## src/rtl/rtc_trim_pkg.sv

```systemverilog
// Shared register selectors and lock layout for the trimmed RTC core.
package rtc_trim_pkg;
    localparam int ADDR_W = 2;
    localparam int TRIM_W = 8;

    typedef enum logic [ADDR_W-1:0] {
        SEL_SECS = 2'd0,
        SEL_TRIM = 2'd1,
        SEL_LOCK = 2'd2,
        SEL_CTRL = 2'd3
    } reg_sel_e;

    typedef struct packed {
        logic self_lock;
        logic trim_lock;
    } lock_t;
endpackage

```

## src/rtl/rtc_trim_regs.sv

```systemverilog
// Configuration registers: enable, trim value, interval code and lock bits.
// It also produces the one-cycle load strobe for the seconds value.
// Assumes DATA_W >= 16 so that the interval code field fits in the data word.
module rtc_trim_regs
    import rtc_trim_pkg::*;
#(
    parameter int DATA_W = 32
) (
    input  logic                clk,
    input  logic                rst_n,
    input  logic                wr_en,
    input  logic [ADDR_W-1:0]   wr_addr,
    input  logic [DATA_W-1:0]   wr_data,
    output logic                run_en,
    output logic [TRIM_W-1:0]   trim_val,
    output logic [TRIM_W-1:0]   ival_code,
    output lock_t               locks,
    output logic                sec_load,
    output logic [DATA_W-1:0]   sec_wdata
);
    localparam int IVAL_LSB = TRIM_W;

    logic cfg_open;

    // Configuration writes are accepted only while counting is stopped.
    assign cfg_open  = !run_en;
    assign sec_load  = wr_en && (wr_addr == SEL_SECS) && cfg_open;
    assign sec_wdata = wr_data;

    // Register updates, each gated by its own write rule.
    always_ff @(posedge clk) begin
        if (!rst_n) begin
            run_en    <= 1'b0;
            trim_val  <= '0;
            ival_code <= '0;
            locks     <= '0;
        end else if (wr_en) begin
            case (reg_sel_e'(wr_addr))
                SEL_TRIM: if (cfg_open && !locks.trim_lock) begin
                    trim_val  <= wr_data[TRIM_W-1:0];
                    ival_code <= wr_data[IVAL_LSB +: TRIM_W];
                end
                SEL_LOCK: if (!locks.self_lock) begin
                    locks.trim_lock <= wr_data[0];
                    locks.self_lock <= wr_data[1];
                end
                SEL_CTRL: run_en <= wr_data[0];
                default: ;
            endcase
        end
    end
endmodule

```

## src/rtl/rtc_trim_comp.sv

```systemverilog
// Compensation unit. An interval countdown marks the one adjusted second in
// each interval. The unit outputs the terminal prescaler count for the
// current second. Assumes PRE_W >= 8 so that the period stays positive.
module rtc_trim_comp
    import rtc_trim_pkg::*;
#(
    parameter int PRE_W = 15
) (
    input  logic               clk,
    input  logic               rst_n,
    input  logic [TRIM_W-1:0]  trim_val,
    input  logic [TRIM_W-1:0]  ival_code,
    input  logic               sec_step,
    input  logic               restart,
    output logic [PRE_W:0]     pre_last
);
    localparam int PW = PRE_W + 1;
    localparam logic [PW-1:0] NOMINAL = PW'(1) << PRE_W;

    logic [TRIM_W-1:0] ival_left;
    logic              adj_sec;
    logic [PW-1:0]     trim_ext;
    logic [PW-1:0]     period;

    assign adj_sec  = (ival_left == '0);
    assign trim_ext = {{(PW-TRIM_W){trim_val[TRIM_W-1]}}, trim_val};

    // Select the period: adjusted in the marked second, nominal otherwise.
    always_comb begin
        period   = adj_sec ? (NOMINAL - trim_ext) : NOMINAL;
        pre_last = period - PW'(1);
    end

    // Interval countdown. It reloads after the adjusted second and restarts at a seconds write.
    always_ff @(posedge clk) begin
        if (!rst_n || restart) begin
            ival_left <= '0;
        end else if (sec_step) begin
            ival_left <= adj_sec ? ival_code : ival_left - 1'b1;
        end
    end
endmodule

```

## src/rtl/rtc_trim_count.sv

```systemverilog
// Prescaler and seconds counter. The prescaler counts enabled oscillator
// ticks up to pre_last and then wraps, which advances the seconds value.
module rtc_trim_count #(
    parameter int PRE_W  = 15,
    parameter int DATA_W = 32
) (
    input  logic              clk,
    input  logic              rst_n,
    input  logic              run_en,
    input  logic              osc_tick,
    input  logic [PRE_W:0]    pre_last,
    input  logic              sec_load,
    input  logic [DATA_W-1:0] sec_wdata,
    output logic [DATA_W-1:0] seconds,
    output logic              sec_step
);
    logic [PRE_W:0] pre_cnt;
    logic           counting;

    assign counting = run_en && osc_tick;
    assign sec_step = counting && (pre_cnt == pre_last);

    // Prescaler: clear on a seconds load, wrap at the terminal count.
    always_ff @(posedge clk) begin
        if (!rst_n || sec_load) begin
            pre_cnt <= '0;
        end else if (counting) begin
            pre_cnt <= sec_step ? '0 : pre_cnt + 1'b1;
        end
    end

    // Seconds value: loaded by software, advanced at each prescaler wrap.
    always_ff @(posedge clk) begin
        if (!rst_n) begin
            seconds <= DATA_W'(1);
        end else if (sec_load) begin
            seconds <= sec_wdata;
        end else if (sec_step) begin
            seconds <= seconds + 1'b1;
        end
    end
endmodule

```

## src/rtl/rtc_trim_core.sv

```systemverilog
// Top of the trimmed RTC. It joins the register file, the compensation unit
// and the counter, and multiplexes the read port.
// Assumes osc_tick is already synchronous to clk and lasts one cycle.
module rtc_trim_core
    import rtc_trim_pkg::*;
#(
    parameter int PRE_W  = 15,
    parameter int DATA_W = 32
) (
    input  logic              clk,
    input  logic              rst_n,
    input  logic              osc_tick,
    input  logic              wr_en,
    input  logic [1:0]        wr_addr,
    input  logic [DATA_W-1:0] wr_data,
    input  logic [1:0]        rd_addr,
    output logic [DATA_W-1:0] rd_data,
    output logic [DATA_W-1:0] seconds,
    output logic              sec_tick
);
    logic              run_en;
    logic [TRIM_W-1:0] trim_val;
    logic [TRIM_W-1:0] ival_code;
    lock_t             locks;
    logic              sec_load;
    logic [DATA_W-1:0] sec_wdata;
    logic [PRE_W:0]    pre_last;

    rtc_trim_regs #(.DATA_W(DATA_W)) u_regs (
        .clk       (clk),
        .rst_n     (rst_n),
        .wr_en     (wr_en),
        .wr_addr   (wr_addr),
        .wr_data   (wr_data),
        .run_en    (run_en),
        .trim_val  (trim_val),
        .ival_code (ival_code),
        .locks     (locks),
        .sec_load  (sec_load),
        .sec_wdata (sec_wdata)
    );

    rtc_trim_comp #(.PRE_W(PRE_W)) u_comp (
        .clk       (clk),
        .rst_n     (rst_n),
        .trim_val  (trim_val),
        .ival_code (ival_code),
        .sec_step  (sec_tick),
        .restart   (sec_load),
        .pre_last  (pre_last)
    );

    rtc_trim_count #(.PRE_W(PRE_W), .DATA_W(DATA_W)) u_count (
        .clk       (clk),
        .rst_n     (rst_n),
        .run_en    (run_en),
        .osc_tick  (osc_tick),
        .pre_last  (pre_last),
        .sec_load  (sec_load),
        .sec_wdata (sec_wdata),
        .seconds   (seconds),
        .sec_step  (sec_tick)
    );

    // Read multiplexer; unused bits read as zero.
    always_comb begin
        rd_data = '0;
        case (reg_sel_e'(rd_addr))
            SEL_SECS: rd_data = seconds;
            SEL_TRIM: rd_data[2*TRIM_W-1:0] = {ival_code, trim_val};
            SEL_LOCK: rd_data[1:0] = {locks.self_lock, locks.trim_lock};
            SEL_CTRL: rd_data[0] = run_en;
            default:  rd_data = '0;
        endcase
    end
endmodule

```

## config.mk

```make
export PLATFORM = sky130hd
export DESIGN_NAME = rtc_trim_core
export DESIGN_NICKNAME = d
export VERILOG_FILES = /design/src/rtl/rtc_trim_pkg.sv /design/src/rtl/rtc_trim_regs.sv /design/src/rtl/rtc_trim_comp.sv /design/src/rtl/rtc_trim_count.sv /design/src/rtl/rtc_trim_core.sv
export SDC_FILE = /design/constraint.sdc
export NUM_CORES = 1
export LEC_CHECK = 0
export ABC_CLOCK_PERIOD_IN_PS = 6700
export CORE_UTILIZATION = 41
export DETAILED_ROUTE_END_ITERATION = 12
export PLACE_DENSITY = 0.72
export SLEW_MARGIN = 0
export SYNTH_ARGS = -nofsm -noshare
export SYNTH_HDL_FRONTEND = slang
export SYNTH_SLANG_ARGS = --single-unit
```

## constraint.sdc

```tcl
create_clock -name clk -period 6.7 [get_ports clk]
set_clock_uncertainty 0.2 [all_clocks]
set_input_delay 0.67 -clock clk [delete_from_list [all_inputs] [get_ports clk]]
set_output_delay 0.67 -clock clk [all_outputs]
set_load 0.01 [all_outputs]
```

After elaboration in Yosys (flattened, before gate mapping):

Index checks and enable logic that the tools add are counted.

* memory bits (read-only): 0
* memories: 0
* memory bits (writable): 0
* logic and storage cells: 48
* bits in registers: 75
* latch bits: 0
* input port bits: 40

* muxes and demuxes: 10
* equality and inequality tests: 7
* bitwise operators: 1
* reductions and logical operators: 17
* div/mod/pow operators: 0
* shift-type cells: 0
* $lt $le $gt $ge: 0
* multiply operators: 0
* $add $sub $neg: 5

Operator list (number)
* 2-to-1 mux 32 bit: 2
* 2-to-1 mux 16 bit: 3
* adder 32 x 1 -> 32 bit (second input constant): 1
* case mux 14 bit (2 select lines): 1
* adder 16 x 1 -> 16 bit (second input constant): 1
* equality test 16 bit: 1
* subtractor 16 x 1 -> 16 bit (second input constant): 1
* subtractor 16 bit (first input constant): 1
* equality test 2 bit (second input constant): 4
* logical NOT 8 bit: 1
* 2-to-1 mux 8 bit: 1
* subtractor 8 x 1 -> 8 bit (second input constant): 1
* AND reduction 3 bit: 2
* logical AND 1 bit: 5
* equality test 2 x 1 -> 1 bit (second input constant): 2
* logical NOT 2 bit: 2
* case mux 1 bit (4 select lines): 1
* AND reduction 2 bit: 2
* logical NOT 1 bit: 3
* case mux 1 bit (3 select lines): 1
* 2-to-1 mux 2 bit: 1
* nonzero test 2 bit: 1
* logical OR 1 bit: 1
* NOT 1 bit: 1

Longest topological paths before layout:

* word-level depth: 7
* mapped depth: 19

By module:

Synthesis repeated with hierarchy kept, for this count alone.

* cell total of the unflattened synthesis: 711
* area, all modules: 5472.7 µm²

Modules (own cells, without submodules)
* rtc_trim_count: instances 1, area each 3078.0 µm², cells each 395
* rtc_trim_regs: instances 1, area each 1019.7 µm², cells each 116
* rtc_trim_comp: instances 1, area each 987.2 µm², cells each 146
* rtc_trim_core: instances 1, area each 387.9 µm², cells each 54

Worst setup path before layout:

Ideal clock, no wire load.

* path kind: register to output
* from: register u_comp.ival_left[0]
* to: output sec_tick
* arrival time: 3.719 ns
* data required time: 5.830 ns
* buffers on the path: 2
* path slack: 2.111 ns
* stages on the path, launching flop included: 17
* path through: dfxtp_1 inv_1 ha_1 or4b_4 nor2_4 buf_1 nand2_1 ha_1 clkbuf_1 nand2b_1 nand2_1 a221oi_1 nand4b_1 nor3_1 nand4b_4 or2_2 nor3_2

* cells in the longest elaborated chain, start to end: 5

Ends and longest elaborated chain
* start, declared: line rtc_trim_comp.sv:20 `logic [TRIM_W-1:0] ival_left;`
* start signal, assigned: line rtc_trim_comp.sv:39 `ival_left <= adj_sec ? ival_code : ival_left - 1'b1;`
* logical NOT 8 bit: line rtc_trim_comp.sv:25 `assign adj_sec = (ival_left == '0);`
* 2-to-1 mux 16 bit: line rtc_trim_comp.sv:30 `period = adj_sec ? (NOMINAL - trim_ext) : NOMINAL;`
* subtractor 16 x 1 -> 16 bit: line rtc_trim_comp.sv:31 `pre_last = period - PW'(1);`
* equality test 16 bit: line rtc_trim_count.sv:21 `assign sec_step = counting && (pre_cnt == pre_last);`
* logical AND 1 bit: line rtc_trim_count.sv:21
* end, declared: line rtc_trim_core.sv:19 `output logic sec_tick`

Every way passes these cells.

Worst setup path in the final report:

Same ends and word-level chain as after synthesis.

==> impl_metrics.toml <==
[timing]
finalMaxSlewViolations = 0
tns_ps = 0
min_period_ps = 5880
rsz0062_at_grt = "no"
min_period_over_period_pct = 87.8
finalSetupViolations = 0
finalWorstSetupSlack_ps = 821
max_slew_margin_pct = 22.2
clock.fmax_ghz = 0.170
hold_viol = 0
worst_pin_slew_ps = 1160

[worst_setup_path]
crit_slowest_cell = "clkdlybuf4s50_1"
reg2reg_from = "u_comp.ival_left[0]$_SDFFE_PP0P_"
max_stage_delay_ps = 660
cpLargestDelayFamily = "simple AND/OR/NAND/NOR gates"
critPathKind = "register to output pin"
cp_cell_sequence = "inv_1 -> ha_1 -> or4b_4 -> nor2_4 -> nand2_1 -> ha_1 -> nand2b_1 -> nand2_1 -> a221oi_1 -> nand4b_1 -> nor3_1 -> nand4b_4 -> or2_2 -> nor3_2 -> clkdlybuf4s50_1"
ff2ff_path_depth = 17
path_max_fanout = 16
cp-end-kind = "output pin"
worst-path-buf-inv = 2
arrival_ps = 5010
reg2reg_slack_ps = 1380
worstSetupStartpointType = "register"
cp.required_ps = 5830
r2r_end = "u_comp.ival_left[5]$_SDFFE_PP0P_"

[logic_synthesis]
synth_edf_count = 0
syn-mean-instance-area_um2 = 7.47
synth_top_cell_by_area = "dfxtp_1"
syn-cell-area_um2 = 5160
syn-instance-count = 690
async_flop_share_pct = 0
seq_area_frac_synth_pct = 29.1
synth_warnings = 0
synth_ff_type = "dfxtp_1"
synth_cell_types = 76
synth_top_cell_area_share_pct = 29.1
ys_seq_elements = 75
synth.net_count = 736
synth.area.top_cells = "dfxtp_1 29%, nor2_1 6.3%, nand2_1 6.2%"

[global_route]
grt_pass1_vias = 5219
grt_pass1_wl_mm = 26.6
gr-usage-all-layers_pct = 25.9
grt_overflow = 0
grt_max_degree = 37
antenna_found_initial = 0

[route]
drtAntennaViolNets = 0
drc = 0
first_iter_violations = 387
via_per_inst = 5.73
wl_per_cell_um = 17.3
first_pass_iters = 5
dr_total_vias = 5425
wl_mm = 16.4

[final_layout]
layout_common_cells = "104 x clkdlybuf4s50_1, 87 x nor2_1, 85 x nand2_1"
fin_nets = 820
n_fill_cell = 1154
layout_commonest_cell = "clkdlybuf4s50_1"
num_antenna_cells = 0
syn2layout_area_growth_pct = 27.6
stdcell_area_um2 = 6580
drive_gt1_share_pct = 6.55

[placement]
gp_congestion = 0.892
postPlaceCellArea_um2 = 6250
dp_slack_ps = 1250
post-dp-hpwl_mm = 11.9
io_buffers = 104

[worst_hold_path]
hold_path.class = "register to register"
whs_path_depth = 2
min_to = "u_regs.ival_code[2]$_SDFFE_PN0P_"
worstHoldStart = "u_regs.ival_code[2]$_SDFFE_PN0P_"

[power]
ir_drop_mv = 0.133
p_per_area_nw_per_um2 = 197
p_leak_uw = 0.00230

[clocking]
cts_hold_buf = 0
post_cts_buffers = 0
clock-root-buffer = "clkbuf_16"
cts_resized = 0
cts.htree.levels = 3
cts_tree = "built"
clock_latency_ps = 340
cts_buffers = 9
cts_buffer_depth = 2
cts_sinks = 75
path_clk_slew_ps = 60

[die]
initial_utilization_pct = 42.6
core.rowCount = 40
core_area_um2 = 12100
die-area_um2 = 13000
io-pin-count = 105
die_h_um = 114
die-width_um = 114

[job]
maxCapViolations = 0

[status]
status = "complete, no violations"
[Yosys cell counts, types with 4 or more instances]
master	number
a211oi_1	7
a21oi_1	33
a31oi_1	15
and2_1	14
and3_1	7
clkbuf_1	24
clkbuf_8	4
dfxtp_1	75
ha_1	6
inv_1	23
mux2i_1	30
nand2_1	85
nand2b_1	6
nand3_1	27
nand4_1	11
nor2_1	87
nor3_1	32
nor3_2	4
nor3b_1	4
nor4_1	14
o211a_1	4
o21ai_0	48
o31ai_1	4
or2_2	4
or3_1	25
xnor2_1	16
xor2_1	12
[tightest hold or removal path, delay by kind of cell, from the launching register on]
kind / cells / cell delay, ps
compound gates: 1 / 50
flops: 1 / 320
simple gates: 1 / 60
[cells by family after synthesis]
kind of cell,synth area share (%)
AOI/OAI and AO/OA,17.2
muxes,6.26
xor gates and xnor gates,4.76
buffers and inverters,6.11
adders and majority gates,1.46
DFF,29.1
and+or+nand+nor,35.1
[state kept, by name (all words and copies together), names as in the netlist]
name	flops
u_count.seconds	32
u_count.pre_cnt	16
u_comp.ival_left	8
u_regs.ival_code	8
u_regs.trim_val	8
u_regs.locks	2
u_regs.run_en	1
[how the worst max path moves through the flow]
stage | startpoint | endpoint | slack (ps) | cells past startpoint
after global routing | u_regs.trim_val[0]$_SDFFE_PN0P_ | sec_tick | 450 | 11
after detailed placement | u_comp.ival_left[0]$_SDFFE_PP0P_ | sec_tick | 1250 | 15
final | u_comp.ival_left[0]$_SDFFE_PP0P_ | sec_tick | 820 | 15
after floorplan | u_comp.ival_left[0]$_SDFFE_PP0P_ | sec_tick | 2110 | 16
after CTS | u_comp.ival_left[0]$_SDFFE_PP0P_ | sec_tick | 870 | 15
after global placement | u_comp.ival_left[0]$_SDFFE_PP0P_ | sec_tick | 1390 | 15
[per-layer routing]
| layer | vias to the layer above | track usage, % | wire (um) |
|---|---|---|---|
| li1 | 2633 | - | - |
| met5 | - | 0 | 0 |
| met3 | 21 | 5.56 | 980 |
| met1 | 2579 | 34.1 | 7400 |
| met2 | 192 | 42.4 | 7740 |
| met4 | 0 | 7.88 | 238 |
[through the flow]
step / total power (uW) / hold slack, ps / cells / util [%]
3_5_place_dp: 762 / 279 / 931 / 51.6
4_1_cts: 1300 / 285 / 947 / 54.3
3_3_place_gp: 756 / 267 / 931 / 51.6
5_1_grt: 1350 / 316 / 947 / 54.3
2_1_floorplan: 662 / 246 / 690 / -
6_report: 1300 / 286 / 947 / 54.3
[report_power, final]
group | internal (uW) | switching (uW) | leakage [uW] | total, uW
clock network | 346 | 193 | 0.000159 | 539
registers | 460 | 24.0 | 0.000609 | 484
logic | 121 | 151 | 0.00153 | 272
[area by class of cell]
type | instances | area [um2] | area share (%)
clock buffers | 12 | 256 | 3.90
clock inverters | 4 | 72.6 | 1.10
inverters | 23 | 86.3 | 1.31
multi-input cells | 552 | 3350 | 50.8
flip-flops and latches | 75 | 1500 | 22.8
well taps | 168 | 210 | 3.19
repair buffers | 113 | 1110 | 16.8
(Power assumes the default switching activity.)
